==> src/rtl/mdec_pkg.sv <==
package mdec_pkg;

  typedef enum logic [1:0] {
    SD_IDLE   = 2'd0,
    SD_SECOND = 2'd1,
    SD_BUSY   = 2'd2
  } sd_state_t;

  // true when a measured run length lies inside nominal +/- tolerance
  function automatic logic len_ok(input int len, input int nom, input int tol);
    return (len >= nom - tol) && (len <= nom + tol);
  endfunction

  // odd parity: the XOR of all bits, parity bit included, must be 1
  function automatic logic odd_par_ok(input logic [16:0] bits);
    return ^bits;
  endfunction

endpackage

==> src/rtl/mdec_line_cond.sv <==
module mdec_line_cond #(
  parameter int RUN_W = 5
) (
  input  logic             clk,
  input  logic             rst_n,
  input  logic             rx_in,
  input  logic             bound_clr,
  output logic             lvl,
  output logic             lvl_prev,
  output logic             lvl_edge,
  output logic [RUN_W-1:0] run_len
);

  localparam logic [RUN_W-1:0] RUN_MAX = '1;

  logic meta;

  always_ff @(posedge clk or negedge rst_n) begin
    if (!rst_n) begin
      meta     <= 1'b0;
      lvl      <= 1'b0;
      lvl_prev <= 1'b0;
    end else begin
      meta     <= rx_in;
      lvl      <= meta;
      lvl_prev <= lvl;
    end
  end

  assign lvl_edge = lvl ^ lvl_prev;

  // samples of the previous level seen before the current cycle
  always_ff @(posedge clk or negedge rst_n) begin
    if (!rst_n)              run_len <= RUN_MAX;
    else if (bound_clr)      run_len <= '0;
    else if (lvl_edge)       run_len <= {{(RUN_W-1){1'b0}}, 1'b1};
    else if (run_len != RUN_MAX) run_len <= run_len + 1'b1;
  end


  run_edge_chk: assert property (@(posedge clk) disable iff (!rst_n)
    (lvl_edge && !bound_clr) |=> (run_len == {{(RUN_W-1){1'b0}}, 1'b1}));

endmodule

==> src/rtl/mdec_sync_det.sv <==
module mdec_sync_det
  import mdec_pkg::*;
#(
  parameter int SPB   = 10,
  parameter int TOL   = 2,
  parameter int RUN_W = 5
) (
  input  logic             clk,
  input  logic             rst_n,
  input  logic             enable,
  input  logic             lvl_edge,
  input  logic             lvl_prev,
  input  logic [RUN_W-1:0] run_len,
  input  logic             word_done,
  output logic             start_data,
  output logic             is_cmd,
  output logic             cmd_sync
);

  localparam int HALF      = SPB / 2;
  localparam int SYNC_HALF = 3 * HALF;
  localparam int CNT_W     = $clog2(SYNC_HALF + 1);
  localparam logic [CNT_W-1:0] MIN_OK  = CNT_W'(SYNC_HALF - TOL);
  localparam logic [CNT_W-1:0] CNT_END = CNT_W'(SYNC_HALF);
  localparam logic [CNT_W-1:0] CNT_BEG = CNT_W'(2);

  sd_state_t        state;
  logic [CNT_W-1:0] cnt;
  logic             first_ok;

  assign first_ok = lvl_edge && len_ok(int'(run_len), SYNC_HALF, TOL);

  always_ff @(posedge clk or negedge rst_n) begin
    if (!rst_n) begin
      state      <= SD_IDLE;
      cnt        <= '0;
      is_cmd     <= 1'b0;
      cmd_sync   <= 1'b0;
      start_data <= 1'b0;
    end else if (!enable) begin
      state      <= SD_IDLE;
      cmd_sync   <= 1'b0;
      start_data <= 1'b0;
    end else begin
      cmd_sync   <= 1'b0;
      start_data <= 1'b0;
      case (state)
        SD_IDLE: begin
          if (first_ok) begin
            state  <= SD_SECOND;
            cnt    <= CNT_BEG;
            is_cmd <= lvl_prev;
          end
        end
        SD_SECOND: begin
          if (lvl_edge && (cnt <= MIN_OK)) begin
            state <= SD_IDLE;
          end else begin
            if (cnt == MIN_OK) cmd_sync <= is_cmd;
            if (cnt == CNT_END) begin
              state      <= SD_BUSY;
              start_data <= 1'b1;
            end else begin
              cnt <= cnt + 1'b1;
            end
          end
        end
        SD_BUSY: begin
          if (word_done) state <= SD_IDLE;
        end
        default: state <= SD_IDLE;
      endcase
    end
  end


  sync_pulse_width_chk: assert property (@(posedge clk) disable iff (!rst_n)
    cmd_sync |=> !cmd_sync);


  sync_pulse_type_chk: assert property (@(posedge clk) disable iff (!rst_n)
    cmd_sync |-> (is_cmd && state == SD_SECOND));

endmodule

==> src/rtl/mdec_bit_slicer.sv <==
module mdec_bit_slicer #(
  parameter int SPB   = 10,
  parameter int TOL   = 2,
  parameter int DBITS = 16
) (
  input  logic             clk,
  input  logic             rst_n,
  input  logic             enable,
  input  logic             start,
  input  logic             lvl,
  input  logic             lvl_prev,
  input  logic             lvl_edge,
  output logic             busy,
  output logic             word_done,
  output logic [DBITS:0]   word_bits,
  output logic             word_man
);

  localparam int HALF  = SPB / 2;
  localparam int WBITS = DBITS + 1;
  localparam int PH_W  = $clog2(SPB);
  localparam int IDX_W = $clog2(WBITS + 1);
  localparam logic [PH_W-1:0]  WIN_LO   = PH_W'(HALF - TOL);
  localparam logic [PH_W-1:0]  WIN_HI   = PH_W'(HALF + TOL);
  localparam logic [PH_W-1:0]  PH_LAST  = PH_W'(SPB - 1);
  localparam logic [PH_W-1:0]  PH_AFTER = PH_W'(HALF + 1);
  localparam logic [PH_W-1:0]  PH_ONE   = PH_W'(1);
  localparam logic [IDX_W-1:0] IDX_LAST = IDX_W'(WBITS - 1);

  logic [PH_W-1:0]  ph;
  logic [IDX_W-1:0] idx;
  logic             got_mid;
  logic             first_v;
  logic             man_acc;
  logic [DBITS:0]   shreg;
  logic             in_win;
  logic             mid_hit;
  logic             bit_end;
  logic             cur_bit;
  logic             bit_bad;

  assign in_win    = (ph >= WIN_LO) && (ph <= WIN_HI);
  assign mid_hit   = busy && lvl_edge && in_win && !got_mid;
  assign bit_end   = busy && !mid_hit && (ph == PH_LAST);
  assign cur_bit   = got_mid ? first_v : lvl;
  assign bit_bad   = !got_mid;
  assign word_done = bit_end && (idx == IDX_LAST);
  assign word_bits = {shreg[DBITS-1:0], cur_bit};
  assign word_man  = man_acc | bit_bad;

  always_ff @(posedge clk or negedge rst_n) begin
    if (!rst_n) begin
      busy    <= 1'b0;
      ph      <= '0;
      idx     <= '0;
      got_mid <= 1'b0;
      first_v <= 1'b0;
      man_acc <= 1'b0;
      shreg   <= '0;
    end else if (!enable) begin
      busy <= 1'b0;
    end else if (start) begin
      busy    <= 1'b1;
      ph      <= PH_ONE;
      idx     <= '0;
      got_mid <= 1'b0;
      man_acc <= 1'b0;
    end else if (busy) begin
      if (mid_hit) begin
        got_mid <= 1'b1;
        first_v <= lvl_prev;
        ph      <= PH_AFTER;
      end else if (bit_end) begin
        shreg   <= word_bits;
        man_acc <= word_man;
        got_mid <= 1'b0;
        ph      <= '0;
        idx     <= idx + 1'b1;
        if (idx == IDX_LAST) busy <= 1'b0;
      end else begin
        ph <= ph + 1'b1;
      end
    end
  end


  slicer_start_chk: assert property (@(posedge clk) disable iff (!rst_n)
    start |-> !busy);


  slicer_idx_chk: assert property (@(posedge clk) disable iff (!rst_n)
    busy |-> (idx <= IDX_LAST));

endmodule

==> src/rtl/mdec_rx.sv <==
module mdec_rx
  import mdec_pkg::*;
#(
  parameter int SPB   = 10,
  parameter int TOL   = 2,
  parameter int DBITS = 16
) (
  input  logic             clk,
  input  logic             rst_n,
  input  logic             rx_en_n,
  input  logic             rx_in,
  output logic             word_valid,
  output logic [DBITS-1:0] word_data,
  output logic             word_is_cmd,
  output logic             man_err,
  output logic             par_err,
  output logic             cmd_sync_pulse
);

  localparam int SYNC_HALF = 3 * (SPB / 2);
  localparam int RUN_W     = $clog2(SYNC_HALF + TOL + 2);

  logic             enable;
  logic             lvl;
  logic             lvl_prev;
  logic             lvl_edge;
  logic [RUN_W-1:0] run_len;
  logic             start_data;
  logic             sd_is_cmd;
  logic             sd_cmd_sync;
  logic             sl_busy;
  logic             word_done;
  logic [DBITS:0]   word_bits;
  logic             word_man;

  assign enable = !rx_en_n;

  mdec_line_cond #(.RUN_W(RUN_W)) i_line (
    .clk      (clk),
    .rst_n    (rst_n),
    .rx_in    (rx_in),
    .bound_clr(word_done),
    .lvl      (lvl),
    .lvl_prev (lvl_prev),
    .lvl_edge (lvl_edge),
    .run_len  (run_len)
  );

  mdec_sync_det #(.SPB(SPB), .TOL(TOL), .RUN_W(RUN_W)) i_sync (
    .clk       (clk),
    .rst_n     (rst_n),
    .enable    (enable),
    .lvl_edge  (lvl_edge),
    .lvl_prev  (lvl_prev),
    .run_len   (run_len),
    .word_done (word_done),
    .start_data(start_data),
    .is_cmd    (sd_is_cmd),
    .cmd_sync  (sd_cmd_sync)
  );

  mdec_bit_slicer #(.SPB(SPB), .TOL(TOL), .DBITS(DBITS)) i_slicer (
    .clk      (clk),
    .rst_n    (rst_n),
    .enable   (enable),
    .start    (start_data),
    .lvl      (lvl),
    .lvl_prev (lvl_prev),
    .lvl_edge (lvl_edge),
    .busy     (sl_busy),
    .word_done(word_done),
    .word_bits(word_bits),
    .word_man (word_man)
  );

  assign cmd_sync_pulse = sd_cmd_sync;

  always_ff @(posedge clk or negedge rst_n) begin
    if (!rst_n) begin
      word_valid  <= 1'b0;
      word_data   <= '0;
      word_is_cmd <= 1'b0;
      man_err     <= 1'b0;
      par_err     <= 1'b0;
    end else if (word_done && enable) begin
      word_valid  <= 1'b1;
      word_data   <= word_bits[DBITS:1];
      word_is_cmd <= sd_is_cmd;
      man_err     <= word_man;
      par_err     <= !odd_par_ok(word_bits);
    end else begin
      word_valid  <= 1'b0;
    end
  end


  word_pulse_chk: assert property (@(posedge clk) disable iff (!rst_n)
    word_valid |=> !word_valid);


  disabled_quiet_chk: assert property (@(posedge clk) disable iff (!rst_n)
    rx_en_n |=> (!word_valid && !cmd_sync_pulse));


  sync_before_body_chk: assert property (@(posedge clk) disable iff (!rst_n)
    cmd_sync_pulse |-> !sl_busy);


  word_after_body_chk: assert property (@(posedge clk) disable iff (!rst_n)
    word_valid |-> $past(sl_busy));

endmodule

==> config.mk <==
export PLATFORM = sky130hd
export DESIGN_NAME = mdec_rx
export DESIGN_NICKNAME = d
export VERILOG_FILES = /design/src/rtl/mdec_pkg.sv /design/src/rtl/mdec_line_cond.sv /design/src/rtl/mdec_sync_det.sv /design/src/rtl/mdec_bit_slicer.sv /design/src/rtl/mdec_rx.sv
export SDC_FILE = /design/constraint.sdc
export NUM_CORES = 1
export LEC_CHECK = 0
export CAP_MARGIN = 20
export CORE_ASPECT_RATIO = 0.7
export CORE_UTILIZATION = 55
export CTS_BUF_LIST = sky130_fd_sc_hd__clkbuf_8 sky130_fd_sc_hd__clkbuf_16
export CTS_CLUSTER_SIZE = 20
export DETAILED_ROUTE_END_ITERATION = 8
export PLACE_DENSITY = 0.79
export SYNTH_ARGS = -nofsm -noshare
export SYNTH_HDL_FRONTEND = slang
export SYNTH_SLANG_ARGS = --single-unit
export TNS_END_PERCENT = 50
==> constraint.sdc <==
create_clock -name clk -period 2.9 [get_ports clk]
set_input_delay 0.58 -clock clk [delete_from_list [all_inputs] [get_ports clk]]
set_output_delay 0.58 -clock clk [all_outputs]
set_load 0.01 [all_outputs]
==> impl_results.rst, run 1 <==
.. list-table::
   :header-rows: 1

   * - Metric
     - Value
   * - Status
     - complete, no violations
   * - Unrepaired setup endpoints after global routing
     - false
   * - Met2 wire length
     - 2.463 mm
   * - Design area
     - 3626 um2
   * - Logic depth of the worst path, buffers included
     - 6
   * - Sequential-to-total area share from yosys stat
     - 53.62%
   * - Number of enable-type register cells in the synthesized netlist
     - 0
   * - Total gr overflow
     - 0
   * - Share of flip-flops with an asynchronous set or reset after synthesis
     - 100.0%
   * - Number of antenna violations at the first check in global routing
     - 0
   * - Data arrival time of the critical path
     - 2550 ps
   * - Final setup vio count
     - 0
   * - CTS tree
     - built
   * - Met3 WL
     - 278 um
   * - Kind of cell with the highest combined delay on the critical path
     - simple AND/OR/NAND/NOR gates
   * - CP Cell Sequence
     - inv_1 -> ha_1 -> and4b_1 -> nand4_4 -> nor2_4 -> mux2_2
   * - Main combinational cell family by area after synthesis
     - multiplexers
   * - Buffer and inverter count on the worst path
     - 1
   * - Cell count after synthesis
     - 254
   * - Fraction of the mapped netlist area in simple logic gates
     - 10.36%
   * - Area growth from synthesis to layout
     - 17.28%
   * - Clk_skew
     - 8.589 ps
   * - Post-CTS Setup Repair Bufs
     - 0
   * - Critical path required time
     - 3140 ps
   * - Antenna violation net count after detailed routing
     - 0
   * - Area of the die
     - 5930 um2
   * - Clock-pin slew on the worst setup and hold paths
     - 70 ps
   * - Post-Route M1 WL
     - 2.708 mm
   * - Top routing layer used
     - met4
   * - Most common library cell in the layout ignoring fill and taps
     - sky130_fd_sc_hd__dfrtp_1
   * - Count of antenna diodes in the layout
     - 0
   * - Portion of netlist area occupied by mux cells
     - 13.48%
   * - Hold Crit Class
     - in -> async
   * - Root buffer cell
     - sky130_fd_sc_hd__clkbuf_8
   * - Compound-cell area share of the yosys netlist
     - 9.389%
   * - Number of cells upsized or downsized after cts
     - 0
   * - Mean instance size in the synthesized netlist
     - 12.17 um2
   * - Synth area leaders
     - sky130_fd_sc_hd__dfrtp_1, sky130_fd_sc_hd__mux2_2, sky130_fd_sc_hd__dfstp_2
   * - Endpoints failing hold
     - 0
   * - Summed instance area of the synthesized netlist
     - 3092 um2
   * - DR vias/cell
     - 5.456
   * - Clock Latency Late Sink
     - 350 ps
   * - Startpoint of the worst setup timing path
     - i_slicer.ph[1]
   * - Post-layout minimum cycle time
     - 2316 ps
   * - Power per standard cell area
     - 555.4 nW/um2
   * - Number of cells on the worst reg-to-reg path
     - 6
   * - Type of the worst setup path
     - reg -> reg
   * - Largest driver fanout on the critical path
     - 21
   * - Count of hold buffers inserted by post-cts repair
     - 0
   * - Adder-Cell Fraction of Synth Area
     - 4.047%
   * - Final RePlAce weighted congestion
     - 0.8037
   * - Remaining DRCs
     - 0
   * - GRT Util Overall
     - 22.08%
   * - Worst R2R Start
     - i_slicer.ph[1]
   * - Pleak
     - 1.659 nW
   * - Total number of vias
     - 1986
   * - Total clock buffers created by CTS
     - 9
   * - Largest buffer count on any clock path
     - 2
   * - Initial Utilization
     - 58.20%
   * - Maximum ir drop on the vdd rail
     - 0.4249 mV
   * - Post-synth top area share
     - 49.37%
   * - TritonCTS Sinks
     - 66
   * - Vias in the first global route
     - 2038
   * - Critical Path Sink Type
     - flop
   * - Num ports
     - 25
   * - Max Fclk
     - 431.8 MHz
   * - Area after detailed placement
     - 3385 um2
   * - Startpoint type of the worst setup path
     - flop
   * - Critical register-to-register path endpoint
     - word_data[2]
   * - FF-to-FF setup slack
     - 580 ps
   * - Number of storage elements in the synthesis netlist
     - 66
   * - Endpoint of the worst setup timing path
     - word_data[2]
   * - Sum of routed wire length over all layers
     - 5.522 mm
   * - Most frequent cells in the layout
     - sky130_fd_sc_hd__dfrtp_1, sky130_fd_sc_hd__mux2_2, sky130_fd_sc_hd__clkdlybuf4s50_1, sky130_fd_sc_hd__nor2_1, sky130_fd_sc_hd__nand2_1
   * - Per-cell routed wire length
     - 15.17 um
   * - Row count
     - 22
   * - Area of the core
     - 5313 um2
   * - Post-synthesis share of cell area spent on xor and xnor gates
     - 6.111%
   * - Synth area leader
     - sky130_fd_sc_hd__dfrtp_1
   * - First-pass GRT wire length
     - 9.839 mm
   * - Maximum number of pins on one net before global-route repair
     - 42
   * - 1st-pass router iterations
     - 4
   * - Dominant synthesized flop cell
     - sky130_fd_sc_hd__dfrtp_1
   * - Tightest slew margin relative to the limit
     - 42.49%
   * - Overall die height
     - 64.73 um
   * - Nets in the synthesized netlist
     - 268
   * - Distinct cell type count of the synthesized netlist
     - 46
   * - Share of the clock period used by the worst path
     - 79.86%
   * - Critical Path Slowest Stage Cell
     - sky130_fd_sc_hd__nor2_4
   * - Clock H-tree levels
     - 3
   * - Maxcap violations
     - 0
   * - Detail Placement HPWL
     - 3.774 mm
   * - FILL cells
     - 391
   * - Tot Pwr
     - 2.014 mW
   * - First DRT Iteration DRCs
     - 96
   * - Crit path largest cell delay
     - 520 ps
   * - Accumulated negative setup slack
     - 0 ps
   * - Share of final-layout standard cells stronger than drive strength 1
     - 22.26%
   * - Count of nets after finishing
     - 301
   * - Die W
     - 91.61 um
   * - Final max-slew violation count
     - 0
   * - Port Buffer Count
     - 24
   * - Tightest Pin Transition
     - 862.7 ps
   * - Synth warnings
     - 0
flip-flops by register name (all words and copies together), names as in the netlist:
| name | count |
|---|---|
| i_line.meta | 1 |
| i_sync.state | 2 |
| i_line.lvl_prev | 1 |
| i_slicer.man_acc | 1 |
| word_data | 16 |
| i_slicer.busy | 1 |
| i_sync.cnt | 4 |
| i_slicer.first_v | 1 |
| i_sync.start_data | 1 |
| i_slicer.idx | 5 |
| i_line.run_len | 5 |
| word_valid | 1 |
| word_is_cmd | 1 |
| par_err | 1 |
| i_slicer.got_mid | 1 |
| i_sync.is_cmd | 1 |
| i_line.lvl | 1 |
| man_err | 1 |
| i_sync.cmd_sync | 1 |
| i_slicer.ph | 4 |
| i_slicer.shreg | 16 |
per-layer routing:
| metal | track usage, % | vias up |
|---|---|---|
| li1 | - | 959 |
| met1 | 30.74 | 971 |
| met2 | 32.24 | 50 |
| met3 | 7.042 | 6 |
| met4 | 8.730 | 0 |
| met5 | 0 | - |
final cells by class:
| cell class | count | area, um2 | share of cell area (%) |
|---|---|---|---|
| tap | 72 | 90.09 | 2.484 |
| inverter | 10 | 37.54 | 1.035 |
| multi-input combinational | 173 | 1341 | 36.99 |
| clock buffer | 9 | 123.9 | 3.416 |
| sequential | 66 | 1658 | 45.72 |
| clock inverter | 7 | 117.6 | 3.244 |
| timing repair buffer | 27 | 257.7 | 7.108 |
kinds of logic (layout without fill, tap and decap cells):
kind of cell	Yosys count	in the layout
buffers and inverters	15	53
xor gates and xnor gates	20	20
AOI/OAI and AO/OA	45	45
adders and majority gates	10	10
DFF	66	66
and+or+nand+nor	61	61
muxes	37	37
metrics by stage:
step	std cells	setup WS, ps	hold WS (ps)	utilization (%)
final	364	584.0	337.2	68.25
after global routing	364	440.8	361.4	68.25
after CTS	364	587.0	352.3	68.25
after detailed placement	348	598.9	335.5	63.71
after global placement	348	626.6	334.6	63.71
after floorplan	254	1159	284.4	-
synthesized netlist by cell type (2+ instances only):
cell	count
sky130_fd_sc_hd__o21ai_0	15
sky130_fd_sc_hd__a21oi_1	10
sky130_fd_sc_hd__a31oi_1	3
sky130_fd_sc_hd__mux2_2	33
sky130_fd_sc_hd__mux2i_1	3
sky130_fd_sc_hd__o211ai_1	2
sky130_fd_sc_hd__clkbuf_8	2
sky130_fd_sc_hd__nor2_1	20
sky130_fd_sc_hd__buf_6	2
sky130_fd_sc_hd__nand3_1	6
sky130_fd_sc_hd__xnor2_1	15
sky130_fd_sc_hd__nand2_1	16
sky130_fd_sc_hd__ha_1	10
sky130_fd_sc_hd__nor3_1	5
sky130_fd_sc_hd__inv_1	10
sky130_fd_sc_hd__nor2b_1	4
sky130_fd_sc_hd__xor2_1	4
sky130_fd_sc_hd__dfstp_2	5
sky130_fd_sc_hd__o21bai_1	2
sky130_fd_sc_hd__dfrtp_1	61
report_power, final:
group | leakage [nW] | switching [mW] | internal (mW) | total, mW
Clock | 0.117 | 0.363 | 0.570 | 0.933
Sequential | 0.880 | 0.0293 | 0.951 | 0.980
Combinational | 0.662 | 0.0602 | 0.0406 | 0.101
Total | 1.66 | 0.453 | 1.56 | 2.01
worst min-delay path by stage:
stage                     start              end  slack [ps]  cells after the start
finish                    rst_n  i_slicer.idx[2]         340                      1
global route        i_line.meta       i_line.lvl         360                      0
CTS                 i_line.meta       i_line.lvl         350                      0
detailed placement  i_line.meta       i_line.lvl         340                      0
global placement    i_line.meta       i_line.lvl         330                      0
floorplan                 rst_n       i_line.lvl         280                      0
Power figures use the tool's default switching activity.
==> run 2, diff against run 1 <==
--- a/config.mk
+++ b/config.mk
@@ -7,11 +7,11 @@
 export LEC_CHECK = 0
 export CAP_MARGIN = 20
 export CORE_ASPECT_RATIO = 0.7
-export CORE_UTILIZATION = 55
+export CORE_UTILIZATION = 52
 export CTS_BUF_LIST = sky130_fd_sc_hd__clkbuf_8 sky130_fd_sc_hd__clkbuf_16
 export CTS_CLUSTER_SIZE = 20
 export DETAILED_ROUTE_END_ITERATION = 8
-export PLACE_DENSITY = 0.79
+export PLACE_DENSITY = 0.78
 export SYNTH_ARGS = -nofsm -noshare
 export SYNTH_HDL_FRONTEND = slang
 export SYNTH_SLANG_ARGS = --single-unit
==> constraint.sdc (replaced) <==
create_clock -name clk -period 1.97 [get_ports clk]
set_input_delay 0.394 -clock clk [delete_from_list [all_inputs] [get_ports clk]]
set_output_delay 0.394 -clock clk [all_outputs]
set_load 0.01 [all_outputs]
==> run 2 against run 1 <==
Net effect: global-route usage is 1.3 points lower; clock skew is 0.53 ps lower; cell count is 2.2% higher; design area is 1.8% higher; count of clock-buffer cells in the layout is 1 higher; first-iteration DRC count is 15% higher; utilization is 3.8 points lower; critical path depth stayed put; register-to-register slack worse by 450 ps; sequential cell count stayed put; largest power group unchanged; highest routed layer unchanged.
==> impl_results.rst, run 2 (synthesis results as in run 1) <==
.. list-table::
   :header-rows: 1

   * - Metric
     - Value
   * - Status
     - complete, no violations
   * - Sum of routed wire length over all layers
     - 5.634 mm
   * - Design area
     - 3690 um2
   * - Critical Path Sink Type
     - flop
   * - First DRT Iteration DRCs
     - 110
   * - GRT Util Overall
     - 20.80%
   * - Tightest slew margin relative to the limit
     - 67.37%
   * - Clk_skew
     - 8.060 ps
   * - DR vias/cell
     - 5.454
   * - Max Fclk
     - 543.5 MHz
   * - Tightest Pin Transition
     - 485.9 ps
   * - Area after detailed placement
     - 3463 um2
   * - Share of the clock period used by the worst path
     - 93.40%
   * - Largest regs
     - i_slicer.shreg x16, word_data x16
   * - Die W
     - 94.16 um
   * - Worst R2R Start
     - i_line.run_len[0]
   * - Largest driver fanout on the critical path
     - 4
   * - Final core area utilization
     - 64.43%
   * - Unrepaired setup endpoints after global routing
     - false
   * - Most frequent cells in the layout
     - sky130_fd_sc_hd__dfrtp_1, sky130_fd_sc_hd__mux2_2, sky130_fd_sc_hd__clkdlybuf4s50_1, sky130_fd_sc_hd__nor2_1, sky130_fd_sc_hd__nand2_1
   * - Maxcap violations
     - 0
   * - Pre-CTS WS
     - 71.04 ps
   * - FF-to-FF setup slack
     - 130 ps
   * - Total gr overflow
     - 0
   * - Number of antenna violations at the first check in global routing
     - 0
   * - Antenna violation net count after detailed routing
     - 0
   * - Hold Crit Class
     - in -> async
   * - Share of final-layout standard cells stronger than drive strength 1
     - 23.91%
   * - Critical path required time
     - 2190 ps
   * - FILL cells
     - 437
   * - Detail Placement HPWL
     - 3.675 mm
   * - TritonCTS Sinks
     - 66
   * - Number of cells on the worst reg-to-reg path
     - 6
   * - Per-cell routed wire length
     - 15.15 um
   * - Maximum number of pins on one net before global-route repair
     - 67
   * - Pleak
     - 1.688 nW
   * - Num ports
     - 25
   * - Most common library cell in the layout ignoring fill and taps
     - sky130_fd_sc_hd__dfrtp_1
   * - Maximum ir drop on the vdd rail
     - 0.5983 mV
   * - Overall die height
     - 66.52 um
   * - Power per standard cell area
     - 781.7 nW/um2
   * - Final setup vio count
     - 0
   * - Accumulated negative setup slack
     - 0 ps
   * - Clock Latency Late Sink
     - 350 ps
   * - Count of antenna diodes in the layout
     - 0
   * - Area of the die
     - 6263 um2
   * - Area growth from synthesis to layout
     - 19.34%
   * - Startpoint of the worst setup timing path
     - i_line.run_len[0]
   * - Count of hold buffers inserted by post-cts repair
     - 0
   * - Total number of vias
     - 2029
   * - Final cell count without fillers
     - 372
   * - Total clock buffers created by CTS
     - 9
   * - Final RePlAce weighted congestion
     - 0.8358
   * - Startpoint type of the worst setup path
     - flop
   * - Port Buffer Count
     - 24
   * - Root buffer cell
     - sky130_fd_sc_hd__clkbuf_8
   * - Row count
     - 23
   * - Data arrival time of the critical path
     - 2060 ps
   * - Remaining DRCs
     - 0
   * - Type of the worst setup path
     - reg -> reg
   * - CTS tree
     - built
   * - Count of nets after finishing
     - 306
   * - Initial Utilization
     - 53.99%
   * - Clock-pin slew on the worst setup and hold paths
     - 80 ps
   * - Final worst setup slack
     - 130.1 ps
   * - Largest buffer count on any clock path
     - 2
   * - Vias in the first global route
     - 1935
   * - Number of cells upsized or downsized after cts
     - 0
   * - 1st-pass router iterations
     - 4
   * - Number of placed instances, taps included
     - 356
   * - Final max-slew violation count
     - 0
   * - First-pass GRT wire length
     - 9.494 mm
   * - Post-CTS Setup Repair Bufs
     - 0
   * - Endpoints failing hold
     - 0
   * - Clock H-tree levels
     - 3
   * - Post-layout minimum cycle time
     - 1840 ps
   * - Area of the core
     - 5727 um2
==> run 2: cell count changes in the layout (fill, tap and decap cells not counted), sizes merged <==
cell and change:
clkinv +1, inv -1, buf +5, bufinv -1, clkbuf +1
==> run 2: final timing paths <==
kind,end
setup reg to reg,i_sync.cnt[3]
hold reg to reg,i_line.lvl
min in group clk,i_line.lvl
setup / recovery,i_sync.cnt[3]
hold / removal,word_data[12]
max in group asynchronous,i_line.run_len[1]
==> run 2: report_power, final <==
group	leakage (nW)	switching, mW	total (mW)	internal, mW
combinational	0.700	0.0953	0.162	0.0669
sequential	0.880	0.0394	1.44	1.40
clock	0.109	0.535	1.28	0.749
==> run 2: worst max-delay path, cell delays in order (launching register included) <==
cell,delay (ps)
sky130_fd_sc_hd__dfstp_2,550
sky130_fd_sc_hd__ha_1,170
sky130_fd_sc_hd__nor3_1,50
sky130_fd_sc_hd__nor3_1,330
sky130_fd_sc_hd__o21ai_0,180
sky130_fd_sc_hd__a221oi_1,320
sky130_fd_sc_hd__o22ai_1,120
==> run 2: final cells by class <==
class	instances	area [um2]	area share (%)
well taps	75	93.84	2.543
inverters	10	37.54	1.017
repair buffers	32	332.8	9.020
multi-input cells	173	1341	36.35
clock buffers	10	137.6	3.730
clock inverters	6	88.84	2.408
flip-flops and latches	66	1658	44.93
==> run 2: routing by layer <==
metal  wire, um  track usage (%)  part of all wire (%)  vias to the layer above
met5          0                0                     0                        -
li1           -                -                     -                      973
met1       2736            28.97                    49                     1013
met3        250            8.219                   4.4                        6
met2       2586            29.44                    46                       37
met4         61            6.923                   1.1                        0
==> run 2: stage by stage <==
| step | hold WS (ps) | power [mW] |
|---|---|---|
| after floorplan | 98.41 | 1.549 |
| after global placement | 334.0 | 1.616 |
| after detailed placement | 354.2 | 1.627 |
| after CTS | 51.88 | 2.926 |
| after global routing | 66.60 | 3.009 |
| final | 51.64 | 2.884 |
